--- src/rtl/kpx_pkg.sv ---
package kpx_pkg;
  localparam int CODE_W = 6;

  typedef enum logic [2:0] {
    REG_DIR  = 3'd0,
    REG_OUT  = 3'd1,
    REG_IN   = 3'd2,
    REG_MAP  = 3'd3,
    REG_PRE  = 3'd4,
    REG_KEY  = 3'd5
  } regAddr_e;

  // strobes from scan control to datapath
  typedef struct packed {
    logic              push;
    logic [CODE_W-1:0] code;
  } scanEvt_t;
endpackage

--- src/rtl/kpx_scan_ctrl.sv ---
module kpx_scan_ctrl
  import kpx_pkg::*;
#(
  parameter int NUM_COLS  = 8,
  parameter int NUM_ROWS  = 7,
  parameter int DEB_SCANS = 3,
  parameter int PRE_W     = 16,
  localparam int COL_W    = $clog2(NUM_COLS),
  localparam int ROW_W    = $clog2(NUM_ROWS),
  localparam int CNT_W    = $clog2(DEB_SCANS + 1)
) (
  input  logic                clk,
  input  logic                rst_n,
  input  logic [PRE_W-1:0]    prescale,
  input  logic [NUM_COLS-1:0] colMap,
  input  logic [NUM_ROWS-1:0] rowMap,
  input  logic [NUM_ROWS-1:0] rowIn,
  output logic [COL_W-1:0]    colIdx,
  output scanEvt_t            evt
);
  logic [PRE_W-1:0]  preCnt;
  logic              tick;
  logic [NUM_ROWS-1:0] rowLow;
  logic [ROW_W-1:0]  firstRow;
  logic              sampleHit, hitNow, same, changed;
  logic [CODE_W-1:0] sampleCode, codeNow;
  logic              accHit, lastHit, debHit;
  logic [CODE_W-1:0] accCode, lastCode, debCode;
  logic [CNT_W-1:0]  stableCnt, cntNext;

  assign tick = (preCnt == prescale);

  always_comb begin
    rowLow   = ~rowIn & rowMap;
    firstRow = '0;
    for (int r = NUM_ROWS - 1; r >= 0; r--)
      if (rowLow[r]) firstRow = ROW_W'(r);
    sampleHit  = colMap[colIdx] && (|rowLow);
    sampleCode = (CODE_W'(firstRow) << 3) | CODE_W'(colIdx);
    hitNow     = accHit | sampleHit;
    codeNow    = accHit ? accCode : (sampleHit ? sampleCode : '0);
    same       = (hitNow == lastHit) && (codeNow == lastCode);
    if (!same)                                 cntNext = CNT_W'(1);
    else if (stableCnt == CNT_W'(DEB_SCANS))   cntNext = stableCnt;
    else                                       cntNext = stableCnt + CNT_W'(1);
    changed    = (hitNow != debHit) || (codeNow != debCode);
  end

  always_ff @(posedge clk) begin
    if (!rst_n) begin
      preCnt <= '0; colIdx <= '0;
      accHit <= 1'b0; accCode <= '0;
      lastHit <= 1'b0; lastCode <= '0;
      debHit <= 1'b0; debCode <= '0;
      stableCnt <= '0;
      evt <= '0;
    end else begin
      evt.push <= 1'b0;
      preCnt   <= tick ? '0 : preCnt + PRE_W'(1);
      if (tick) begin
        if (colIdx == COL_W'(NUM_COLS - 1)) begin
          colIdx    <= '0;
          accHit    <= 1'b0;
          accCode   <= '0;
          lastHit   <= hitNow;
          lastCode  <= codeNow;
          stableCnt <= cntNext;
          if (cntNext >= CNT_W'(DEB_SCANS) && changed) begin
            debHit   <= hitNow;
            debCode  <= codeNow;
            evt.push <= hitNow;
            evt.code <= codeNow;
          end
        end else begin
          colIdx  <= colIdx + COL_W'(1);
          accHit  <= hitNow;
          accCode <= codeNow;
        end
      end
    end
  end
endmodule

--- src/rtl/kpx_regs.sv ---
module kpx_regs
  import kpx_pkg::*;
#(
  parameter int NUM_COLS = 8,
  parameter int NUM_ROWS = 7,
  parameter int DATA_W   = 16,
  localparam int COL_W   = $clog2(NUM_COLS),
  localparam int KP_PINS = NUM_COLS + NUM_ROWS
) (
  input  logic              clk,
  input  logic              rst_n,
  input  logic              regWr,
  input  logic              regRd,
  input  logic [2:0]        regAddr,
  input  logic [DATA_W-1:0] regWdata,
  input  scanEvt_t          evt,
  input  logic [COL_W-1:0]  colIdx,
  input  logic [DATA_W-1:0] pinIn,
  output logic [DATA_W-1:0] regRdata,
  output logic              keyIrq,
  output logic [DATA_W-1:0] pinOut,
  output logic [DATA_W-1:0] pinOe,
  output logic [DATA_W-1:0] prescale,
  output logic [DATA_W-1:0] mapReg
);
  localparam logic [DATA_W-1:0] MAP_MASK = DATA_W'((1 << KP_PINS) - 1);

  logic [DATA_W-1:0] dirReg, outReg;
  logic              keyValid;
  logic [CODE_W-1:0] keyCode;
  logic              keyRead;

  assign keyRead = regRd && (regAddr == REG_KEY);
  assign keyIrq  = keyValid;

  always_ff @(posedge clk) begin
    if (!rst_n) begin
      dirReg <= '0; outReg <= '0; mapReg <= '0; prescale <= '0;
      keyValid <= 1'b0; keyCode <= '0; regRdata <= '0;
    end else begin
      if (regWr) begin
        case (regAddr)
          REG_DIR: dirReg   <= regWdata;
          REG_OUT: outReg   <= (regWdata & ~mapReg) | (outReg & mapReg);
          REG_MAP: mapReg   <= regWdata & MAP_MASK;
          REG_PRE: prescale <= regWdata;
          default: ;
        endcase
      end
      if (evt.push && (!keyValid || keyRead)) begin
        keyValid <= 1'b1;
        keyCode  <= evt.code;
      end else if (keyRead) begin
        keyValid <= 1'b0;
      end
      if (regRd) begin
        case (regAddr)
          REG_DIR: regRdata <= dirReg;
          REG_OUT: regRdata <= outReg;
          REG_IN:  regRdata <= pinIn;
          REG_MAP: regRdata <= mapReg;
          REG_PRE: regRdata <= prescale;
          REG_KEY: regRdata <= DATA_W'({keyValid, 2'b00, keyCode});
          default: regRdata <= '0;
        endcase
      end
    end
  end

  for (genvar i = 0; i < DATA_W; i++) begin : g_pin
    if (i < NUM_COLS) begin : g_col
      assign pinOe[i]  = mapReg[i] ? (colIdx == COL_W'(i)) : dirReg[i];
      assign pinOut[i] = mapReg[i] ? 1'b0 : outReg[i];
    end else if (i < KP_PINS) begin : g_row
      assign pinOe[i]  = mapReg[i] ? 1'b0 : dirReg[i];
      assign pinOut[i] = mapReg[i] ? 1'b0 : outReg[i];
    end else begin : g_gpio
      assign pinOe[i]  = dirReg[i];
      assign pinOut[i] = outReg[i];
    end
  end
endmodule

--- src/rtl/keyscan_gpio.sv ---
module keyscan_gpio
  import kpx_pkg::*;
#(
  parameter int NUM_COLS  = 8,
  parameter int NUM_ROWS  = 7,
  parameter int DATA_W    = 16,
  parameter int DEB_SCANS = 3,
  localparam int COL_W    = $clog2(NUM_COLS)
) (
  input  logic              clk,
  input  logic              rst_n,
  input  logic              regWr,
  input  logic              regRd,
  input  logic [2:0]        regAddr,
  input  logic [DATA_W-1:0] regWdata,
  output logic [DATA_W-1:0] regRdata,
  output logic              keyIrq,
  input  logic [DATA_W-1:0] pinIn,
  output logic [DATA_W-1:0] pinOut,
  output logic [DATA_W-1:0] pinOe
);
  scanEvt_t          evt;
  logic [COL_W-1:0]  colIdx;
  logic [DATA_W-1:0] prescale, mapReg;

  kpx_scan_ctrl #(
    .NUM_COLS(NUM_COLS), .NUM_ROWS(NUM_ROWS),
    .DEB_SCANS(DEB_SCANS), .PRE_W(DATA_W)
  ) u_ctrl (
    .clk(clk), .rst_n(rst_n), .prescale(prescale),
    .colMap(mapReg[NUM_COLS-1:0]),
    .rowMap(mapReg[NUM_COLS +: NUM_ROWS]),
    .rowIn(pinIn[NUM_COLS +: NUM_ROWS]),
    .colIdx(colIdx), .evt(evt)
  );

  kpx_regs #(
    .NUM_COLS(NUM_COLS), .NUM_ROWS(NUM_ROWS), .DATA_W(DATA_W)
  ) u_regs (
    .clk(clk), .rst_n(rst_n), .regWr(regWr), .regRd(regRd),
    .regAddr(regAddr), .regWdata(regWdata), .evt(evt), .colIdx(colIdx),
    .pinIn(pinIn), .regRdata(regRdata), .keyIrq(keyIrq),
    .pinOut(pinOut), .pinOe(pinOe), .prescale(prescale), .mapReg(mapReg)
  );
endmodule

--- config.mk ---
export PLATFORM = sky130hd
export DESIGN_NAME = keyscan_gpio
export DESIGN_NICKNAME = d
export VERILOG_FILES = /design/src/rtl/kpx_pkg.sv /design/src/rtl/kpx_scan_ctrl.sv /design/src/rtl/kpx_regs.sv /design/src/rtl/keyscan_gpio.sv
export SDC_FILE = /design/constraint.sdc
export NUM_CORES = 1
export LEC_CHECK = 0
export ABC_AREA = 1
export BUFFER_PORTS_ARGS = -buffer_cell sky130_fd_sc_hd__buf_2
export CAP_MARGIN = 20
export CELL_PAD_IN_SITES_DETAIL_PLACEMENT = 0
export CELL_PAD_IN_SITES_GLOBAL_PLACEMENT = 1
export CORE_MARGIN = 1.5
export CORE_UTILIZATION = 25
export DETAILED_ROUTE_END_ITERATION = 10
export GPL_TIMING_DRIVEN = 0
export PLACE_DENSITY = 0.67
export SYNTH_ARGS = -nofsm -noshare
export SYNTH_HDL_FRONTEND = slang
export SYNTH_HIERARCHICAL = 1
export SYNTH_SLANG_ARGS = --single-unit
--- constraint.sdc ---
create_clock -name clk -period 2 [get_ports clk]
set_input_delay 0.5 -clock clk [delete_from_list [all_inputs] [get_ports clk]]
set_output_delay 0.5 -clock clk [all_outputs]
set_load 0.005 [all_outputs]
# After elaboration in Yosys (flattened, before gate mapping)
# Cells that the tools add are included.
dict set report op_classes {
  muxes 49
  bitwise_logic 9
  addsub 3
  reduce_logical 20
  n_lt_le_gt_ge 2
  eq_ne 18
}
# cell n
set op_table {}
lappend op_table {{case mux 16 bit (6 select lines)} 1}
lappend op_table {{two-way mux 1 bit} 34}
lappend op_table {{two-way mux 3 bit} 8}
lappend op_table {{equality test 3 bit (second input constant)} 6}
lappend op_table {{two-way mux 6 bit} 3}
lappend op_table {{adder 16 x 1 -> 16 bit (second input constant)} 1}
lappend op_table {{bitwise AND 16 x 15 -> 16 bit} 1}
lappend op_table {{bitwise AND 16 bit} 1}
lappend op_table {{equality test 16 bit} 1}
lappend op_table {{NOT 15 -> 16 bit} 1}
lappend op_table {{bitwise OR 16 bit} 1}
lappend op_table {{equality test 3 x 2 -> 1 bit (second input constant)} 4}
lappend op_table {{AND reduction 2 bit} 5}
lappend op_table {{bitwise AND 7 bit} 1}
lappend op_table {{NOT 7 bit} 1}
lappend op_table {{OR reduction 7 bit} 1}
lappend op_table {{equality test 3 x 1 -> 1 bit (second input constant)} 2}
lappend op_table {{equality test 6 bit} 1}
lappend op_table {{logical NOT 3 bit} 2}
lappend op_table {{inequality test 6 bit} 1}
lappend op_table {{bitwise OR 6 x 3 -> 6 bit} 1}
lappend op_table {{logical AND 1 bit} 5}
lappend op_table {{less-than comparator 3 x 4 -> 1 bit (second input constant)} 1}
lappend op_table {{two-way mux 2 bit} 2}
lappend op_table {{15 further kinds} 16}
dict set report totals {
  elab_cells 118
  input_bits 39
  out_inout_bits 49
  regBits 129
}

# Depth between registers and ports, before layout
dict set report logic_depth {
  ltp_word 18
  ltp_mapped 18
  ltp_nobuf 18
}

# Cells and area by module
# The synthesis kept the hierarchy.
# module cells_per_inst seq_area_each_um2 instances area_each_um2
set modules_own_cells {}
lappend modules_own_cells {kpx_regs 590 1721.7 1 4041.4}
lappend modules_own_cells {kpx_scan_ctrl 377 860.8 1 2496.1}

# Worst setup path before layout
# Ideal clock, no wire load.
dict set report synth_path {
  path_kind {input to register}
  from {input port pinIn[9]}
  to {register u_ctrl.debCode[0]}
  required_ps 1886
  cell_stages 16
  slack_ps 36
  arrival_time_ps 1850
  setup_time_ps 114
  path_buffers 1
  cell_sequence {inv_1 > nand2_1 > nand2_1 > nor2_1 > nand2_1 > nand3_2 > nand2_4 > buf_6 > nand3b_1 > nand2_1 > nor2_1 > nand3_1 > nand4_4 > nand2_1 > nand2_1 > nor2_1}
}
dict set report synth_via {
  elab_chain_len 13
  word_cells_on_any_way 20
  classes_between {1 x order compare; 4 x eq/ne; 5 x mux; 4 x bitwise; 6 x reduce/logical}
}
# item line_no
set synth_lines {}
lappend synth_lines {{start: declaration} keyscan_gpio.sv:18} ;# input logic [DATA_W-1:0] pinIn,
lappend synth_lines {{NOT 7 bit *} kpx_scan_ctrl.sv:34} ;# rowLow = ~rowIn & rowMap;
lappend synth_lines {{bitwise AND 7 bit *} kpx_scan_ctrl.sv:34}
lappend synth_lines {{two-way mux 3 bit (2 in a row)} kpx_scan_ctrl.sv:37} ;# if (rowLow[r]) firstRow = ROW_W'(r);
lappend synth_lines {{bitwise OR 6 x 3 -> 6 bit} kpx_scan_ctrl.sv:39} ;# sampleCode = (CODE_W'(firstRow) << 3) | CODE_W'(colIdx);
lappend synth_lines {{two-way mux 6 bit (2 in a row)} kpx_scan_ctrl.sv:41} ;# codeNow = accHit ? accCode : (sampleHit ? sampleCode : '0);
lappend synth_lines {{equality test 6 bit} kpx_scan_ctrl.sv:42} ;# same = (hitNow == lastHit) && (codeNow == lastCode);
lappend synth_lines {{logical AND 1 bit} kpx_scan_ctrl.sv:42}
lappend synth_lines {{two-way mux 2 bit} kpx_scan_ctrl.sv:43} ;# if (!same) cntNext = CNT_W'(1);
lappend synth_lines {{>= comparator 2 bit} kpx_scan_ctrl.sv:68} ;# if (cntNext >= CNT_W'(DEB_SCANS) && changed) begin
lappend synth_lines {{logical AND 1 bit} kpx_scan_ctrl.sv:68}
lappend synth_lines {{AND reduction 3 bit (no source line)} --}
lappend synth_lines {{end signal: assignment} kpx_scan_ctrl.sv:70} ;# debCode <= codeNow;
lappend synth_lines {{end: declaration} kpx_scan_ctrl.sv:28} ;# logic [CODE_W-1:0] accCode, lastCode, debCode;
# Mark *: on every way between the ends. The rest lies on a longest branch, timed or not.
# A chain may end at the register's enable or synchronous reset.

# Worst setup path after layout
dict set report layout_path {
  from {register u_ctrl.colIdx[0]}
  to {register u_ctrl.debCode[1]}
}
dict set report layout_via {
  elab_chain_len 11
  word_cells_on_any_way 18
  classes_between {1 x order compare; 5 x eq/ne; 5 x mux; 2 x bitwise; 5 x reduce/logical}
}
# item line_no
set layout_lines {}
lappend layout_lines {{start: declaration} kpx_scan_ctrl.sv:18} ;# output logic [COL_W-1:0] colIdx,
lappend layout_lines {{start signal: assignment} kpx_scan_ctrl.sv:75} ;# colIdx <= colIdx + COL_W'(1);
lappend layout_lines {{binary-select mux 1 bit (select 3 bit)} kpx_scan_ctrl.sv:38} ;# sampleHit = colMap[colIdx] && (|rowLow);
lappend layout_lines {{two-way mux 1 bit (implied by the code)} kpx_scan_ctrl.sv:38}
lappend layout_lines {{logical AND 1 bit} kpx_scan_ctrl.sv:38}
lappend layout_lines {{two-way mux 6 bit (2 in a row)} kpx_scan_ctrl.sv:41}
lappend layout_lines {{equality test 6 bit} kpx_scan_ctrl.sv:42}
lappend layout_lines {{logical AND 1 bit} kpx_scan_ctrl.sv:42}
lappend layout_lines {{two-way mux 2 bit} kpx_scan_ctrl.sv:43}
lappend layout_lines {{>= comparator 2 bit} kpx_scan_ctrl.sv:68}
lappend layout_lines {{logical AND 1 bit} kpx_scan_ctrl.sv:68}
lappend layout_lines {{AND reduction 3 bit (no source line)} --}
# Parallel ways exist; a longest one is shown, timed or not. The select of a mux whose other input is x is not followed.

==> flow_summary.json <==
{
  "wl_mm": 23.9,
  "cpMaxStageDelayCell": "dfxtp_4",
  "fin_crit_ps": 2200,
  "antenna_left": 0,
  "final_area_mm2": 0.00856,
  "ys_warn_count": 6,
  "fillers": 2809,
  "irDropWorstVdd_v": 0.000403,
  "cp_num_buf_inv": 2,
  "path_delay_family": "simple AND/OR/NAND/NOR gates",
  "worstHoldEndpoint": "u_regs/prescale[11]$_SDFFE_PN0P_",
  "tightest_slew_ps": 749,
  "hp-class": "in2reg",
  "cts.sinks": 129,
  "core_mm2": 0.0254,
  "track_usage_pct": 17.4,
  "crit_start": "u_ctrl/colIdx[0]$_SDFFE_PN0N_",
  "hold_violations": 0,
  "cp-end-kind": "flop",
  "violations": "negative setup slack",
  "antenna_found_initial": 0,
  "drc": 0,
  "fp.dieW_um": 165,
  "antennaDiodeCount": 0,
  "reg2reg_depth": 15,
  "fin_crit_sh_pct": 110,
  "max_stage_delay_ps": 360,
  "syn_area_per_cell_um2": 6.76,
  "hpwl_mm": 17.5,
  "arrival_ps": 2510,
  "slew_violations": 0,
  "outcome": "finished, violations left",
  "rows": 58,
  "layout_setup_ws_ps": -197,
  "setup_violations": 13,
  "grt_max_degree": 17,
  "start_util_pct": 25.7,
  "firstDrtPassIters": 6,
  "final_nets": 1140,
  "synth_area_mm2": 0.00653,
  "startpoint_type": "flop",
  "insertion_delay_ps": 420,
  "pwr_density_cell_mw_per_mm2": 792,
  "slew_headroom_pct": 50.0,
  "vias_per_cell": 4.84,
  "maxCapViolCount": 0,
  "ios": 88,
  "place_ws_ps": -603,
  "die_h_um": 165,
  "clock_skew_ps": 10.9,
  "crit_fanout": 6,
  "reg2reg_to": "u_ctrl/debCode[1]$_SDFFE_PN0P_",
  "synth_cells": 965,
  "grt_pass1_wl_mm": 35.6,
  "wl_per_cell_um": 16.7,
  "grt_pass1_vias": 6165,
  "place_congestion": 0.821,
  "timing.reg2reg.setup_slack_ps": -200,
  "via_count": 6940,
  "p_leak_nw": 3.62,
  "cp.required_ps": 2310,
  "r2r-start": "u_ctrl/colIdx[0]$_SDFFE_PN0N_",
  "cts_tree": "built",
  "rsz0062_at_grt": "true",
  "cts_buffers": 17,
  "worstSetupPathType": "reg2reg",
  "layout-drive-gt1-share_pct": 25.5,
  "clk_pin_slew_ps": 50,
  "area.growth.synth_to_final_pct": 31.1,
  "fmax_mhz": 455,
  "syn-num-nets": 1007,
  "io_buffers": 85,
  "placed_area_mm2": 0.00736,
  "htreeDepth": 4,
  "overflow": 0,
  "dieArea_mm2": 0.0271,
  "cts_hold_buffers": 0,
  "crit_chain": "or2_0 > nand3_2 > nand3_4 > nand3_4 > nand2_8 > buf_8 > buf_6 > nand2_1 > nand3_2 > nor2_4 > nand3_4 > nand4_4 > nand2_1 > nand2_1 > nor2_1",
  "cts_max_path_buffers": 2,
  "drt_iter0_markers": 529,
  "hold_start": "regWdata[11]",
  "cts_root_buf": "clkbuf_16",
  "hold_depth": 3
}
## stage by stage
stage / total power, mW / utilization [%] / cells / hold WS (ps) / setup TNS (ps)
final: 6.78 / 33.7 / 1434 / 398 / -1610
after global routing: 7.05 / 33.7 / 1434 / 407 / -2890
after CTS: 6.54 / 31.5 / 1409 / 385 / -851
after detailed placement: 3.67 / 29.0 / 1380 / 457 / -9690
after global placement: 3.67 / 29.0 / 1380 / 452 / -8830
after floorplan: 3.32 / - / 965 / 438 / 0
## what timing repair did
item / 4_1_cts / 5_1_grt
gates resized for setup: 42 / 106
setup endpoints to repair: 24 / 38
pin swaps: 7 / 42
cloned: 1 / 1
endpoints found under the hold margin: 0 / 0
buffers inserted: 4 / 24
## worst max path at each step
stage	end	slack, ps	cells past startpoint
floorplan	u_ctrl/debCode[0]$_SDFFE_PN0P_	40	16
global placement	u_ctrl/debCode[2]$_SDFFE_PN0P_	-610	17
detailed placement	u_ctrl/debCode[2]$_SDFFE_PN0P_	-600	17
CTS	u_ctrl/debCode[5]$_SDFFE_PN0P_	-140	17
global route	u_ctrl/debCode[1]$_SDFFE_PN0P_	-300	15
finish	u_ctrl/debCode[1]$_SDFFE_PN0P_	-200	15
## where the power goes
group          internal (mW)  leakage, nW  switching, mW
sequential              2.66         1.06         0.0872
combinational          0.443         2.31          0.789
clock                   1.70        0.252           1.10
## per-layer routing
metal / track usage [%] / share of wire [%] / up-vias
li1: - / - / 3444
met1: 24.7 / 47 / 3230
met2: 26.6 / 45 / 234
met3: 3.16 / 6.4 / 32
met4: 5.08 / 1.4 / 0
met5: 0 / 0 / -
## cell usage in the layout, fill, tap and decap left out, types with 11 or more instances in the layout
cell,n
nor2_4,11
nand4_1,28
a21oi_1,95
o22ai_1,14
buf_4,33
nand2_1,135
o21ai_0,84
nor2_1,93
nand3_2,12
clkbuf_1,22
clkbuf_16,17
buf_2,97
inv_1,115
o21ai_1,11
nand2_2,27
nand3_1,65
nor3_1,11
xnor2_1,16
dfxtp_1,112
nor2_2,12
## worst reg2reg max path, delay by kind of cell (launching register included)
family,cells,cell delay [ps]
and+or+nand+nor,13,1450
DFF,1,360
buffers and inverters,2,290
## final cells by class
cell class	instances	area, µm²	area share, %
Clock inverter	1	5.00	0.0585
Buffer	45	231	2.71
Clock buffer	24	502	5.86
Timing Repair Buffer	113	647	7.56
Multi-Input combinational cell	666	3660	42.8
Sequential cell	129	2620	30.7
Tap cell	330	413	4.83
Inverter	126	475	5.56
Note: power is estimated with default switching activity, not from simulation.
